**config.mk**
```make
export PLATFORM = sky130hd
export DESIGN_NAME = i2c_start_recover
export DESIGN_NICKNAME = d
export VERILOG_FILES = /design/src/rtl/i2c_rec_pkg.sv /design/src/rtl/i2c_rec_rst_sync.sv /design/src/rtl/i2c_rec_pair_cnt.sv /design/src/rtl/i2c_rec_stuck_mon.sv /design/src/rtl/i2c_rec_fsm.sv /design/src/rtl/i2c_start_recover.sv
export SDC_FILE = /design/constraint.sdc
export NUM_CORES = 1
export LEC_CHECK = 0
export BUFFER_PORTS_ARGS = -buffer_cell sky130_fd_sc_hd__buf_4
export CAP_MARGIN = 20
export CORE_MARGIN = 3
export CORE_UTILIZATION = 50
export DETAILED_ROUTE_END_ITERATION = 7
export GPL_ROUTABILITY_DRIVEN = 0
export GPL_TIMING_DRIVEN = 0
export PLACE_DENSITY = 0.76
export SETUP_SLACK_MARGIN = 0.2
export SYNTH_ARGS = -nofsm -noshare
export SYNTH_HDL_FRONTEND = slang
export SYNTH_HIERARCHICAL = 1
export SYNTH_SLANG_ARGS = --single-unit
```
**constraint.sdc**
```tcl
create_clock -name clk -period 1.1 [get_ports clk]
set_clock_uncertainty 0.05 [all_clocks]
set_input_delay 0 -clock clk [delete_from_list [all_inputs] [get_ports clk]]
set_output_delay 0 -clock clk [all_outputs]
set_load 0.005 [all_outputs]
```
**src/rtl/i2c_rec_pkg.sv**
```systemverilog
package i2c_rec_pkg;
  typedef enum logic [2:0] {
    RS_IDLE,
    RS_CHECK,
    RS_PLOW,
    RS_PHIGH,
    RS_HOLD,
    RS_DONE
  } rec_state_e;

  localparam logic [7:0] STAT_NONE  = 8'hF8;
  localparam logic [7:0] STAT_START = 8'h08;
endpackage

```
**src/rtl/i2c_rec_rst_sync.sv**
```systemverilog
module i2c_rec_rst_sync #(
  parameter int STAGES = 2
) (
  input  logic clk,
  input  logic rst_n,
  output logic rst_n_sync
);
  logic [STAGES-1:0] sh_q;

  always_ff @(posedge clk or negedge rst_n) begin
    if (!rst_n) sh_q <= '0;
    else        sh_q <= {sh_q[STAGES-2:0], 1'b1};
  end

  assign rst_n_sync = sh_q[STAGES-1];
endmodule

```
**src/rtl/i2c_rec_pair_cnt.sv**
```systemverilog
module i2c_rec_pair_cnt #(
  parameter int PULSES = 2
) (
  input  logic clk,
  input  logic rst_n,
  input  logic clr,
  input  logic inc,
  output logic last
);
  localparam int W = (PULSES > 1) ? $clog2(PULSES) : 1;

  logic [W-1:0] cnt_q, cnt_d;

  assign last = (cnt_q == W'(PULSES - 1));

  always_comb begin
    cnt_d = cnt_q;
    if (clr)      cnt_d = '0;
    else if (inc) cnt_d = last ? '0 : cnt_q + 1'b1;
  end

  always_ff @(posedge clk or negedge rst_n) begin
    if (!rst_n) cnt_q <= '0;
    else        cnt_q <= cnt_d;
  end
endmodule

```
**src/rtl/i2c_rec_stuck_mon.sv**
```systemverilog
module i2c_rec_stuck_mon #(
  parameter int STUCK_TICKS = 8
) (
  input  logic clk,
  input  logic rst_n,
  input  logic tick,
  input  logic watch,
  input  logic scl_in,
  output logic stuck
);
  localparam int W = $clog2(STUCK_TICKS + 1);

  logic [W-1:0] cnt_q, cnt_d;
  logic         stuck_q, stuck_d;
  logic         low_seen;

  assign low_seen = watch && !scl_in;

  always_comb begin
    cnt_d   = cnt_q;
    stuck_d = stuck_q;
    if (!low_seen) begin
      cnt_d   = '0;
      stuck_d = 1'b0;
    end else if (tick) begin
      if (cnt_q != W'(STUCK_TICKS)) cnt_d = cnt_q + 1'b1;
      if (cnt_q == W'(STUCK_TICKS - 1)) stuck_d = 1'b1;
    end
  end

  always_ff @(posedge clk or negedge rst_n) begin
    if (!rst_n) begin
      cnt_q   <= '0;
      stuck_q <= 1'b0;
    end else begin
      cnt_q   <= cnt_d;
      stuck_q <= stuck_d;
    end
  end

  assign stuck = stuck_q;
endmodule

```
**src/rtl/i2c_rec_fsm.sv**
```systemverilog
module i2c_rec_fsm
  import i2c_rec_pkg::*;
(
  input  logic       clk,
  input  logic       rst_n,
  input  logic       start_req,
  input  logic       tick,
  input  logic       sda_in,
  input  logic       scl_in,
  input  logic       pair_last,
  output logic       pair_clr,
  output logic       pair_inc,
  output logic       watch,
  output logic       scl_pull,
  output logic       sda_pull,
  output logic [7:0] status,
  output logic       done
);
  rec_state_e state_q, state_d;
  logic       done_q, done_d;

  always_comb begin
    state_d  = state_q;
    pair_clr = 1'b0;
    pair_inc = 1'b0;
    done_d   = 1'b0;
    if (!start_req) begin
      state_d = RS_IDLE;
    end else begin
      unique case (state_q)
        RS_IDLE:  state_d = RS_CHECK;
        RS_CHECK: if (tick && scl_in) begin
          pair_clr = 1'b1;
          state_d  = sda_in ? RS_HOLD : RS_PLOW;
        end
        RS_PLOW:  if (tick) state_d = RS_PHIGH;
        RS_PHIGH: if (tick && scl_in) begin
          pair_inc = 1'b1;
          if (pair_last && sda_in) state_d = RS_HOLD;
          else                     state_d = RS_PLOW;
        end
        RS_HOLD:  if (tick) begin
          state_d = RS_DONE;
          done_d  = 1'b1;
        end
        RS_DONE:  state_d = RS_DONE;
        default:  state_d = RS_IDLE;
      endcase
    end
  end

  always_ff @(posedge clk or negedge rst_n) begin
    if (!rst_n) begin
      state_q <= RS_IDLE;
      done_q  <= 1'b0;
    end else begin
      state_q <= state_d;
      done_q  <= done_d;
    end
  end

  assign scl_pull = (state_q == RS_PLOW) || (state_q == RS_DONE);
  assign sda_pull = (state_q == RS_HOLD) || (state_q == RS_DONE);
  assign watch    = (state_q == RS_CHECK) || (state_q == RS_PHIGH);
  assign status   = (state_q == RS_DONE) ? STAT_START : STAT_NONE;
  assign done     = done_q;
endmodule

```
**src/rtl/i2c_start_recover.sv**
```systemverilog
module i2c_start_recover #(
  parameter int PULSES_PER_TRY = 2,
  parameter int STUCK_TICKS    = 8,
  parameter int RST_STAGES     = 2
) (
  input  logic       clk,
  input  logic       rst_n,
  input  logic       start_req,
  input  logic       tick,
  input  logic       sda_in,
  input  logic       scl_in,
  output logic       scl_pull,
  output logic       sda_pull,
  output logic [7:0] status,
  output logic       start_done,
  output logic       scl_stuck
);
  logic rst_n_i;
  logic pair_clr, pair_inc, pair_last, watch;

  i2c_rec_rst_sync #(.STAGES(RST_STAGES)) u_rst (
    .clk(clk), .rst_n(rst_n), .rst_n_sync(rst_n_i)
  );

  i2c_rec_pair_cnt #(.PULSES(PULSES_PER_TRY)) u_pair (
    .clk(clk), .rst_n(rst_n_i), .clr(pair_clr), .inc(pair_inc), .last(pair_last)
  );

  i2c_rec_stuck_mon #(.STUCK_TICKS(STUCK_TICKS)) u_stuck (
    .clk(clk), .rst_n(rst_n_i), .tick(tick), .watch(watch),
    .scl_in(scl_in), .stuck(scl_stuck)
  );

  i2c_rec_fsm u_fsm (
    .clk(clk), .rst_n(rst_n_i), .start_req(start_req), .tick(tick),
    .sda_in(sda_in), .scl_in(scl_in), .pair_last(pair_last),
    .pair_clr(pair_clr), .pair_inc(pair_inc), .watch(watch),
    .scl_pull(scl_pull), .sda_pull(sda_pull), .status(status), .done(start_done)
  );
endmodule

```
Word-level counts from Yosys, hierarchy flattened:

Cells that the tools add are included.

* flip-flop bits (word level): 12
* input bits: 6
* output and inout port bits: 12
* word-level logic and storage cells: 60

* add/sub/neg operators: 2
* equality and inequality tests: 14
* multiplexer cells: 26
* reduce and logical (&&, ||, !) cells: 12

Operator list (count)
* 2-to-1 mux 3 bit: 7
* one-hot mux 3 bit (6 select lines): 1
* 2-to-1 mux 1 bit: 14
* 2-to-1 mux 4 bit: 3
* 2-to-1 mux 8 bit: 1
* == test 3 x 2 -> 1 bit (second input constant): 2
* == test 3 bit (second input constant): 2
* inequality test 2 bit (second input constant): 3
* inequality test 3 x 2 -> 1 bit (second input constant): 2
* inequality test 3 bit (second input constant): 2
* adder 4 x 1 -> 4 bit (second input constant): 1
* == test 4 x 3 -> 1 bit (second input constant): 1
* inequality test 4 bit (second input constant): 1
* AND reduction 2 bit: 2
* AND reduction 4 bit: 1
* == test 3 x 1 -> 1 bit (second input constant): 1
* logical AND 1 bit: 3
* logical NOT 3 bit: 1
* logical OR 1 bit: 3
* nonzero test 2 bit: 1
* adder 1 bit (second input constant): 1
* logical NOT 1 bit: 1

Longest topological paths before layout:

* depth after elaboration: 6
* depth in mapped cells: 5

Modules after synthesis:

The synthesis kept the hierarchy.

Modules (own cells, without submodules)
* i2c_rec_fsm: times used 1, cells each 36, area an instance 337.8 sq um, sequential area each 100.1 sq um
* i2c_rec_stuck_mon: times used 1, cells each 29, area an instance 289.0 sq um, sequential area each 125.1 sq um
* i2c_rec_rst_sync: times used 1, cells each 3, area an instance 53.8 sq um, sequential area each 50.0 sq um
* i2c_rec_pair_cnt: times used 1, cells each 3, area an instance 37.5 sq um, sequential area each 25.0 sq um

Worst setup path before layout:

Ideal clock, no wire load.

* path kind: reg2reg
* from: register u_fsm.state_q[2]
* to: register u_stuck.cnt_q[0]
* library setup time: 65 ps
* arrival time: 1080 ps
* required time: 985 ps
* setup slack: -95 ps
* cell stages (with the launch flop): 6
* clock period less this slack: 1195 ps
* cell sequence: dfrtp_1 -> buf_6 -> and2b_1 -> nand2b_1 -> a211o_1 -> nand2_1

* longest elaborated chain between the ends: 5
* elaborated cells on any way between the ends: 8
* classes of those cells: 4 x eq/ne; 1 x mux; 3 x reduce/logical

RTL lines
* start: declaration: RTL line i2c_rec_fsm.sv:19 `rec_state_e state_q, state_d;`
* start signal: assignment: RTL line i2c_rec_fsm.sv:57 `state_q <= state_d;`
* == test 3 x 1 -> 1 bit / == test 3 x 2 -> 1 bit (equally long branches): RTL line i2c_rec_fsm.sv:64 `assign watch = (state_q == RS_CHECK) || (state_q == RS_PHIGH);`
* logical OR 1 bit (*): RTL line i2c_rec_fsm.sv:64
* via watch: RTL line i2c_start_recover.sv:19 `logic pair_clr, pair_inc, pair_last, watch;`
* logical AND 1 bit (*): RTL line i2c_rec_stuck_mon.sv:17 `assign low_seen = watch && !scl_in;`
* inequality test 2 bit (no source line)
* AND reduction 2 bit (no source line)
* end signal: assignment: RTL line i2c_rec_stuck_mon.sv:36 `cnt_q <= cnt_d;`
* end: declaration: RTL line i2c_rec_stuck_mon.sv:13 `logic [W-1:0] cnt_q, cnt_d;`

The timed path passes the listed nets; every way through them passes the cells marked *.
A chain may end at the register's enable or synchronous reset.

Worst setup path in the final report:

* from: register u_fsm.state_q[0]
* to: output scl_pull

* longest elaborated chain between the ends: 2
* elaborated cells on any way between the ends: 3
* classes of those cells: 2 x eq/ne; 1 x reduce/logical

RTL lines
* == test 3 x 2 -> 1 bit / == test 3 bit (equally long branches): RTL line i2c_rec_fsm.sv:62 `assign scl_pull = (state_q == RS_PLOW) || (state_q == RS_DONE);`
* logical OR 1 bit (*): RTL line i2c_rec_fsm.sv:62
* end: declaration: RTL line i2c_start_recover.sv:12 `output logic scl_pull,`

Mark *: on every way between the ends. The rest lies on a longest branch, timed or not.

==> flow_summary.toml <==
[route]
ant_nets = 0
drc_errors = 0
vias = 678
routedWlPerCell_um = 16.40
drt_iter0_drc = 14
drtPass1Iterations = 4
routed_wl_mm = 1.952
avgViaCountPerCell = 5.697

[worst_setup_path]
slowest_stage = "dfrtp_1"
arrival_ns = 1.30
slowest_delay_ns = 0.38
r2r_setup_slack_ns = -0.15
required_ns = 1.05
path_cells = "buf_6 -> nand2b_1 -> o21ai_1 -> buf_4"
worstPathMaxFanout = 10
worstSetupPathType = "reg2out"
start_kind = "flip-flop"
worstReg2RegStart = "u_fsm/state_q[2]"
r2r_cells = 5
cp-end-kind = "output pin"
timing.rr.end = "u_pair/last"

[global_routing]
grt_pass1_vias = 629
grt_pass1_wl_mm = 2.773
grt_max_degree = 11
grt_util_all_layers_pct = 20.14
grt_remaining_overflow = 0
antenna_found_initial = 0

[logic_synthesis]
ys_seq_area_share_pct = 41.81
ys_ff_latch = 12
synth-xor-area-share_pct = 2.439
muxShareOfSynthArea_pct = 0
async_reset_ff_share_pct = 100.0
postSynthAreaPerCell_um2 = 10.12
synth_area_um2 = 718.2
synth_compound_area_share_pct = 11.85
synth_edf_count = 0
synthFlopType = "dfrtp_1"
yosys_warnings = 6
yosysUniqueCellTypes = 29
synth_top_family_by_area = "simple AND/OR/NAND/NOR gates"
synth_fa_ha_area_share_pct = 3.484
synthSimpleGateAreaFrac_pct = 26.48
synth_cells = 71

[clocking]
ctsHtreeMaxLevel = 1
clk_pin_slew_worst_paths_ns = 0.08
cts_root_buf = "clkbuf_4"
clock_latency_ns = 0.27
cts_tree = "built"
cts.sinks = 12
numCtsBuffers = 3
clockBufferDepth = 2

[sta]
setup_violations = 15
finalSetupTns_ns = -1.614
min_period_ns = 1.346
hold_viol_final = 0
worst_slack_ns = -0.2463
grt_setup_unrepaired = "yes"
period_share_pct = 122.4
slew_viol_final = 0
max_clock_freq_mhz = 742.8

[place]
place_hpwl_um = 974.3
dp_slack_ns = -0.1527
port_buffers = 13
placedCellCount = 101

[final_layout]
layout.nets = 113
multiInputGateArea_um2 = 470.5
drive_gt1_share_pct = 57.69
area_growth_syn_to_layout_pct = 62.20
fillers = 66
antenna_cells = 0
seq_area_um2 = 301.5
final_cells = 119

[floorplanning]
io_pins = 18
die-width_um = 43.90
core_um2 = 1318
die_area_um2 = 1927
die_h_um = 43.90
start_util_pct = 54.51
rows = 13

[run]
drv_cap = 0

[power_and_ir_drop]
p_per_area_nw_per_um2 = 892.5
p_leak_uw = 0.0005271
ir_drop_mv = 0.6077

[min_path]
hold_depth = 2
hold_path_class = "in2reg"
hp-start = "tick"
hold_end = "u_fsm/done"

[outcome]
violations = "setup timing"
status = "finished with violations"
==> layer usage <==
| layer | routed length (µm) | up-vias | track usage (%) |
|---|---|---|---|
| met3 | 72 | 8 | 2.490 |
| met2 | 1099 | 29 | 36.63 |
| met4 | 78 | 0 | 14.46 |
| met5 | 0 | - | 0 |
| met1 | 702 | 335 | 20.72 |
| li1 | - | 306 | - |
==> state kept, by name, indices dropped and copies added (netlist names) <==
| signal | flops |
|---|---|
| u_fsm/done | 1 |
| u_fsm/state_q | 3 |
| u_pair/last | 1 |
| u_rst/sh_q | 2 |
| u_stuck/cnt_q | 4 |
| u_stuck/stuck | 1 |
==> Yosys cell counts (3+ instances only) <==
cell type | instances | area share [%]
inv_1 | 4 | 2.1
nand4_1 | 4 | 3.5
nand2_1 | 4 | 2.1
conb_1 | 3 | 1.6
nor2_1 | 3 | 1.6
buf_4 | 7 | 7.3
dfrtp_1 | 12 | 42
nand2b_1 | 3 | 2.6
==> power breakdown <==
| part | leakage, µW | internal [µW] | total [µW] | switching, µW |
|---|---|---|---|---|
| sequential | 0.000158 | 455 | 471 | 16.5 |
| combinational | 0.000348 | 122 | 216 | 94.9 |
| clock | 0.0000210 | 201 | 352 | 151 |
| total | 0.000527 | 778 | 1040 | 262 |
==> final cells by class <==
cell class	instances	area share, %
buffer	10	6.874
clock buffer	4	3.115
inverter	4	1.289
multi-input combinational	47	40.39
sequential	12	25.89
tap	15	1.611
timing repair buffer	27	20.84
==> layout by cell type, fill, tap and decap left out, types with 3 or more instances in the layout <==
master         Yosys  routed
conb_1             3       5
buf_6              1      10
dfrtp_1           12      11
clkbuf_4           0       3
nand2_1            4       4
nand4_1            4       4
buf_4              7      22
dlygate4sd3_1      0       4
==> worst max-delay path by stage <==
stage | from | to | slack [ns] | cells after the start
after global placement | u_fsm/state_q[2] | u_stuck/cnt_q[1] | -0.12 | 5
final | u_fsm/state_q[0] | scl_pull | -0.25 | 4
after floorplan | u_stuck/cnt_q[1] | u_stuck/cnt_q[0] | -0.06 | 5
after detailed placement | u_stuck/cnt_q[1] | u_stuck/cnt_q[0] | -0.15 | 5
after global routing | u_fsm/state_q[0] | scl_pull | -0.25 | 4
after CTS | u_fsm/state_q[1] | status[7] | -0.15 | 3
==> cell families after synthesis <==
group                      Yosys count
and+or+nand+nor                     28
buffers and inverters               14
DFF                                 12
AOI/OAI and AO/OA                   10
other                                3
xor gates and xnor gates             2
adders and majority gates            2
==> critical path, delay by kind of cell, from the launching register on <==
kind / cells / cell delay, ns
simple gates: 1 / 0.16
compound gates: 1 / 0.19
buf+inv: 2 / 0.30
flops: 1 / 0.38
==> metrics by stage <==
step | power, µW | utilization [%] | area [µm²] | hold slack, ns
floorplan | 565.0 | - | 754.5 | -0.3456
global placement | 605.9 | 66.10 | 870.8 | -0.2677
detailed placement | 609.1 | 66.10 | 870.8 | -0.2670
CTS | 1016 | 81.67 | 1076 | 0.01806
global route | 1093 | 88.41 | 1165 | 0.04062
finish | 1040 | 88.41 | 1165 | 0.05371
==> timing repair <==
action                     in CTS  in global routing
hold endpoints to repair        7                  0
resized for setup              17                 14
pin swaps                       9                  3
buffers inserted                7                  3
hold buffers                    4                  0
setup endpoints to repair      16                 16
No activity file was read; power rests on OpenSTA's default activity.
